[src/rtl/vag_pkg.sv]
package vag_pkg;

  typedef enum logic [1:0] {
    AM_UNIT   = 2'd0,
    AM_STRIDE = 2'd1,
    AM_INDEX  = 2'd2,
    AM_RSVD   = 2'd3
  } amode_e;

  typedef enum logic [1:0] {
    EW_BYTE = 2'd0,
    EW_HALF = 2'd1,
    EW_WORD = 2'd2,
    EW_RSVD = 2'd3
  } ewidth_e;

  typedef enum logic [2:0] {
    ST_IDLE  = 3'd0,
    ST_SETUP = 3'd1,
    ST_ADDR  = 3'd2,
    ST_GAP   = 3'd3,
    ST_DRAIN = 3'd4
  } vstate_e;

  // log2 of the element size in bytes; the reserved code acts as a word
  function automatic int unsigned ew_shift(input ewidth_e w);
    case (w)
      EW_BYTE: return 0;
      EW_HALF: return 1;
      default: return 2;
    endcase
  endfunction

  function automatic logic [2:0] ew_bytes(input ewidth_e w);
    return 3'(1 << ew_shift(w));
  endfunction

  // natural alignment of an element from the two low address bits
  function automatic logic ew_aligned(input logic [1:0] lo, input ewidth_e w);
    case (w)
      EW_BYTE: return 1'b1;
      EW_HALF: return ~lo[0];
      default: return (lo == 2'b00);
    endcase
  endfunction

  // byte strobes inside one 32-bit word
  function automatic logic [3:0] ew_strobe(input logic [1:0] lo, input ewidth_e w);
    case (w)
      EW_BYTE: return 4'b0001 << lo;
      EW_HALF: return 4'b0011 << lo;
      default: return 4'b1111;
    endcase
  endfunction

endpackage

[src/rtl/vag_seq.sv]
module vag_seq
  import vag_pkg::*;
#(
  parameter int LANES = 4,
  parameter int VLW   = 7
)(
  input  logic           clk,
  input  logic           rst_n,
  input  logic           start_i,
  input  logic [VLW-1:0] vlen_i,
  output vstate_e        state_o,
  output logic           accept_o,
  output logic           load_o,
  output logic [VLW-1:0] rem_o
);

  vstate_e        state_q, state_d;
  logic [VLW-1:0] rem_q;
  logic           more;

  assign more     = (rem_q != '0);
  assign accept_o = start_i && (state_q == ST_IDLE);
  assign load_o   = ((state_q == ST_SETUP) || (state_q == ST_GAP)) && more;
  assign state_o  = state_q;
  assign rem_o    = rem_q;

  always_comb begin
    state_d = state_q;
    case (state_q)
      ST_IDLE:  if (accept_o) state_d = ST_SETUP;
      ST_SETUP: state_d = more ? ST_ADDR : ST_DRAIN;
      ST_ADDR:  state_d = ST_GAP;
      ST_GAP:   state_d = more ? ST_ADDR : ST_DRAIN;
      ST_DRAIN: state_d = ST_IDLE;
      default:  state_d = ST_IDLE;
    endcase
  end

  always_ff @(posedge clk or negedge rst_n) begin
    if (!rst_n) begin
      state_q <= ST_IDLE;
      rem_q   <= '0;
    end else begin
      state_q <= state_d;
      if (accept_o) begin
        rem_q <= vlen_i;
      end else if (load_o) begin
        rem_q <= (int'(rem_q) > LANES) ? rem_q - VLW'(LANES) : '0;
      end
    end
  end

endmodule

[src/rtl/vag_lane.sv]
module vag_lane
  import vag_pkg::*;
#(
  parameter int AW      = 32,
  parameter int LANE_ID = 0
)(
  input  amode_e        mode_i,
  input  ewidth_e       ew_i,
  input  logic [AW-1:0] base_i,
  input  logic [AW-1:0] grp_base_i,
  input  logic [AW-1:0] step_i,
  input  logic [AW-1:0] off_i,
  input  logic          live_i,
  output logic [AW-1:0] addr_o,
  output logic          en_o,
  output logic          misal_o,
  output logic [3:0]    be_o
);

  logic ok;

  always_comb begin
    if (mode_i == AM_INDEX) addr_o = base_i + off_i;
    else                    addr_o = grp_base_i + step_i * AW'(LANE_ID);
    ok      = ew_aligned(addr_o[1:0], ew_i);
    en_o    = live_i && ok;
    misal_o = live_i && !ok;
    be_o    = en_o ? ew_strobe(addr_o[1:0], ew_i) : 4'b0000;
  end

endmodule

[src/rtl/vag_top.sv]
module vag_top
  import vag_pkg::*;
#(
  parameter int LANES = 4,
  parameter int AW    = 32,
  parameter int MAXVL = 64,
  parameter int VLW   = $clog2(MAXVL + 1)
)(
  input  logic                clk,
  input  logic                rst_n,
  input  logic                start_i,
  input  logic [1:0]          mode_i,
  input  logic [1:0]          ew_i,
  input  logic [AW-1:0]       base_i,
  input  logic [AW-1:0]       stride_i,
  input  logic [VLW-1:0]      vlen_i,
  input  logic [LANES*AW-1:0] idx_i,
  output logic                idx_pull_o,
  output logic                grp_valid_o,
  output logic [LANES*AW-1:0] addr_o,
  output logic [LANES-1:0]    lane_en_o,
  output logic [LANES*4-1:0]  be_o,
  output logic [LANES-1:0]    misal_o,
  output logic                fault_o,
  output logic                busy_o,
  output logic                done_o
);

  vstate_e        state;
  logic           accept, load;
  logic [VLW-1:0] rem;

  amode_e         mode_q;
  ewidth_e        ew_q;
  logic [AW-1:0]  base_q, step_q, grp_base_q, step_in;

  logic [AW-1:0]  lane_addr [LANES];
  logic [3:0]     lane_be   [LANES];
  logic [LANES-1:0] lane_en, lane_mis;

  logic [AW-1:0]  addr_q [LANES];
  logic [3:0]     be_q   [LANES];
  logic [LANES-1:0] en_q, mis_q;

  vag_seq #(.LANES(LANES), .VLW(VLW)) u_seq (
    .clk      (clk),
    .rst_n    (rst_n),
    .start_i  (start_i),
    .vlen_i   (vlen_i),
    .state_o  (state),
    .accept_o (accept),
    .load_o   (load),
    .rem_o    (rem)
  );

  // distance in bytes between neighbouring elements
  always_comb begin
    if (amode_e'(mode_i) == AM_STRIDE) step_in = stride_i << ew_shift(ewidth_e'(ew_i));
    else                               step_in = AW'(1) << ew_shift(ewidth_e'(ew_i));
  end

  for (genvar l = 0; l < LANES; l++) begin : g_lane
    vag_lane #(.AW(AW), .LANE_ID(l)) u_lane (
      .mode_i     (mode_q),
      .ew_i       (ew_q),
      .base_i     (base_q),
      .grp_base_i (grp_base_q),
      .step_i     (step_q),
      .off_i      (idx_i[l*AW +: AW]),
      .live_i     (int'(rem) > l),
      .addr_o     (lane_addr[l]),
      .en_o       (lane_en[l]),
      .misal_o    (lane_mis[l]),
      .be_o       (lane_be[l])
    );
  end

  always_ff @(posedge clk or negedge rst_n) begin
    if (!rst_n) begin
      mode_q     <= AM_UNIT;
      ew_q       <= EW_BYTE;
      base_q     <= '0;
      step_q     <= '0;
      grp_base_q <= '0;
      en_q       <= '0;
      mis_q      <= '0;
      for (int l = 0; l < LANES; l++) begin
        addr_q[l] <= '0;
        be_q[l]   <= '0;
      end
    end else begin
      if (accept) begin
        mode_q     <= amode_e'(mode_i);
        ew_q       <= ewidth_e'(ew_i);
        base_q     <= base_i;
        step_q     <= step_in;
        grp_base_q <= base_i;
      end
      if (load) begin
        grp_base_q <= grp_base_q + step_q * AW'(LANES);
        en_q       <= lane_en;
        mis_q      <= lane_mis;
        for (int l = 0; l < LANES; l++) begin
          addr_q[l] <= lane_addr[l];
          be_q[l]   <= lane_be[l];
        end
      end
    end
  end

  assign grp_valid_o = (state == ST_ADDR);
  assign idx_pull_o  = load && (mode_q == AM_INDEX);
  assign busy_o      = (state != ST_IDLE);
  assign done_o      = (state == ST_DRAIN);
  assign lane_en_o   = en_q & {LANES{grp_valid_o}};
  assign misal_o     = mis_q & {LANES{grp_valid_o}};
  assign fault_o     = grp_valid_o && (mis_q != '0);

  always_comb begin
    for (int l = 0; l < LANES; l++) begin
      addr_o[l*AW +: AW] = addr_q[l];
      be_o[l*4 +: 4]     = grp_valid_o ? be_q[l] : 4'b0000;
    end
  end

endmodule

[config.mk]
export PLATFORM = sky130hd
export DESIGN_NAME = vag_top
export DESIGN_NICKNAME = d
export VERILOG_FILES = /design/src/rtl/vag_pkg.sv /design/src/rtl/vag_seq.sv /design/src/rtl/vag_lane.sv /design/src/rtl/vag_top.sv
export SDC_FILE = /design/constraint.sdc
export NUM_CORES = 1
export LEC_CHECK = 0
export BUFFER_PORTS_ARGS = -buffer_cell sky130_fd_sc_hd__buf_2
export CAP_MARGIN = 20
export CORE_ASPECT_RATIO = 0.6
export CORE_UTILIZATION = 54
export DETAILED_ROUTE_END_ITERATION = 16
export PLACE_DENSITY = 0.85
export SYNTH_ARGS = -nofsm -noshare
export SYNTH_HDL_FRONTEND = slang
export SYNTH_HIERARCHICAL = 1
export SYNTH_SLANG_ARGS = --single-unit
export TNS_END_PERCENT = 100
[constraint.sdc]
create_clock -name clk -period 4 [get_ports clk]
set_input_delay 0.8 -clock clk [delete_from_list [all_inputs] [get_ports clk]]
set_output_delay 0.8 -clock clk [all_outputs]
set_load 0.005 [all_outputs]
==> out/metrics.csv <==
stage,metric,value,unit
timing,fin_skew,19.3,ps
place,hpwl,78100,µm
die,die_y,174,µm
clock_network,cts_tree,done,
synthesis,syn_area,0.0266,mm²
place,place_ws,207,ps
finish,drive_above_1_share,21.3,%
die,start_util,55.2,%
place,place_inst,4041,
global_route,grt_pass1_vias,23900,
die,rows,62,
finish,final_cells,4110,
synthesis,synth_ff_type,dfrtp_1,
worst_setup_path,cp_slowest_cell,fa_1,
timing,worst_pin_slew,1100,ps
synthesis,ys_seq_area_share,24.6,%
global_route,grt_usage,38.4,%
clock_network,htreeDepth,1,
worst_setup_path,cp.buffers_inverters,1,
worst_setup_path,crit_type,reg2reg,
synthesis,synth_edf_count,0,
worst_setup_path,critPathMaxFanout,6,
detailed_routing,drt_iter0_markers,3538,
timing,period_share,93.5,%
worst_setup_path,crit_family,compound AO/OA/AOI/OAI gates,
die,core,0.0483,mm²
finish,nets,3923,
worst_setup_path,cp_common_cell,fa_1,
finish,final_common_cell,buf_2,
clock_network,post_cts_resized,0,
detailed_routing,drc,0,
timing,fmax,0.267,GHz
clock_network,clk_latency,600,ps
finish,nFillCells,4125,
global_route,grt_max_degree,99,
clock_network,clock_sinks,262,
synthesis,synth.ff_latch_count,262,
place,portBuffers,362,
finish,fin_area,0.0304,mm²
outcome,status,"complete, no violations",
clock_network,clk_pin_slew_worst_paths,70,ps
clock_network,clock_path_buffers,3,
worst_setup_path,end_kind,register,
timing,slew_viol_final,0,
timing,min_period,3740,ps
worst_hold_path,hp-class,in2async,
place,placed_area,0.0293,mm²
die,chipWidth,289,µm
synthesis,yosysWarnings,6,
detailed_routing,viasPerCell,6.54,
clock_network,cts_root_buffer,clkbuf_16,
global_route,gr-total-overflow,0,
detailed_routing,first_pass_iters,6,
die,io-pin-count,363,
timing,hold_violations,0,
worst_setup_path,arrival,4220,ps
clock_network,cts_hold_buf,0,
worst_setup_path,cp-start-kind,register,
clock_network,post_cts_buffers,0,
run,cap_violations,0,
finish,area_delta_synth_final,13.9,%
synthesis,syn_nets,3599,
timing,setup_slack,260,ps
clock_network,cts_buffers,28,
detailed_routing,wl,99900,µm
place,place.gp.congestion,1.11,
synthesis,avgSynthCellArea,8.58,µm²
finish,mostFrequentLayoutCells,"buf_2 (361), a21oi_1 (316), dfrtp_1 (262)",
worst_setup_path,required,4480,ps
timing,rsz0062_at_grt,no,
synthesis,synth_cell_type_count,104,
global_route,antenna_found_initial,22,
timing,slew_headroom,26.9,%
global_route,grt_pass1_wl,146000,µm
detailed_routing,vias,26900,
worst_setup_path,crit_path_cell_trace,fa_1 -> ha_1 -> inv_1 -> fa_1 -> nor2b_1 -> o2111ai_1 -> a31oi_1 -> o311ai_2 -> a211oi_1 -> o32a_1 -> xnor2_1 -> mux2i_1 -> mux2_2,
worst_setup_path,slowest_delay,530,ps
timing,finalSetupTns,0,ps
synthesis,syn_inst,3107,
die,dieArea,0.0503,mm²
detailed_routing,drtAntennaViolNets,0,
synthesis,ys_async_sr_fraction,100,%
timing,finalSetupViolCount,0,
detailed_routing,wire_per_inst,24.3,µm
## metal layers
layer | GRT usage (%) | share of wire, % | vias up
met2 | 51.4 | 39 | 1724
met4 | 16.3 | 5.1 | 4
met5 | 0 | 0.020 | -
met3 | 15.0 | 15 | 246
met1 | 54.0 | 41 | 12800
li1 | - | - | 12100
## registers in the layout (all words and copies together) (netlist names)
name / cells
mode_q: 2
mis_q: 4
ew_q: 2
be_q: 16
en_q: 4
u_seq/state_o: 3
grp_base_q: 32
u_seq/rem_o: 7
base_q: 32
step_q: 32
addr_o: 128
## cell families after synthesis
| kind of cell | Yosys count | synth area share (%) |
|---|---|---|
| XOR/XNOR | 208 | 6.84 |
| AO/OA/AOI/OAI | 999 | 24.1 |
| adder cells (fa/ha/maj) | 286 | 14.5 |
| AND/OR/NAND/NOR | 834 | 15.3 |
| flip-flops | 262 | 24.6 |
| buffers and inverters | 252 | 3.67 |
| multiplexers | 266 | 10.9 |
## cells in the mapped netlist (6+ instances only)
cell type / n / area share [%]
mux2i_1: 70 / 2.6
dfrtp_1: 262 / 25
o21ai_1: 26 / 0.49
nand3b_1: 11 / 0.31
a221oi_1: 6 / 0.20
nand3_1: 63 / 1.2
xor2_1: 84 / 2.8
and2_1: 43 / 1.0
o211ai_1: 24 / 0.68
o31a_1: 8 / 0.26
nor4_1: 6 / 0.14
o21a_1: 36 / 1.0
nor2_1: 207 / 2.9
a211oi_1: 33 / 0.93
a31oi_1: 37 / 0.87
nand4_1: 48 / 1.1
o21ai_0: 179 / 3.4
mux2_2: 196 / 8.3
or3_1: 22 / 0.52
buf_1: 10 / 0.14
nor3_1: 34 / 0.64
o31ai_1: 26 / 0.73
o21bai_1: 33 / 0.93
o2111ai_1: 8 / 0.26
a21oi_1: 316 / 5.9
o221ai_1: 8 / 0.26
clkbuf_1: 122 / 1.7
nand2_1: 248 / 3.5
ha_1: 248 / 12
o311ai_0: 6 / 0.20
and3_1: 35 / 0.82
o22ai_1: 38 / 0.89
fa_1: 38 / 2.9
nand2b_1: 40 / 0.94
xnor2_1: 124 / 4.1
a311oi_1: 7 / 0.23
nor2b_1: 34 / 0.80
or4_1: 9 / 0.25
inv_1: 110 / 1.5
a21o_1: 117 / 3.3
## cell type report
cell class | count | area, µm² | share of cell area [%]
repair buffers | 434 | 2420 | 7.99
clock buffers | 36 | 802 | 2.64
well taps | 640 | 801 | 2.64
multi-input cells | 2593 | 19100 | 63.0
flip-flops and latches | 262 | 6560 | 21.6
diodes | 18 | 45.0 | 0.148
clock inverters | 15 | 169 | 0.557
inverters | 112 | 428 | 1.41
## final timing paths
kind | startpoint | endpoint | slack, ps | cells after the start
worst max-delay path | step_q[0] | addr_o[127] | 260 | 13
worst max register to register | step_q[0] | addr_o[127] | 260 | 13
worst min register to register | be_q[13] | be_q[13] | 500 | 1
max in group asynchronous | rst_n | addr_o[95] | 2860 | 2
min in group clk | vlen_i[2] | u_seq/rem_o[2] | 430 | 2
worst min-delay path | rst_n | addr_o[117] | 220 | 1
## stage by stage
step / util, % / hold slack, ps
detailed placement: 60.8 / 488
CTS: 62.8 / 258
finish: 62.9 / 217
global placement: 60.8 / 483
global route: 62.9 / 275
floorplan: - / 472
Power is not shown: default switching activity piles up to over one toggle a cycle in this logic, so the estimate is an artifact.
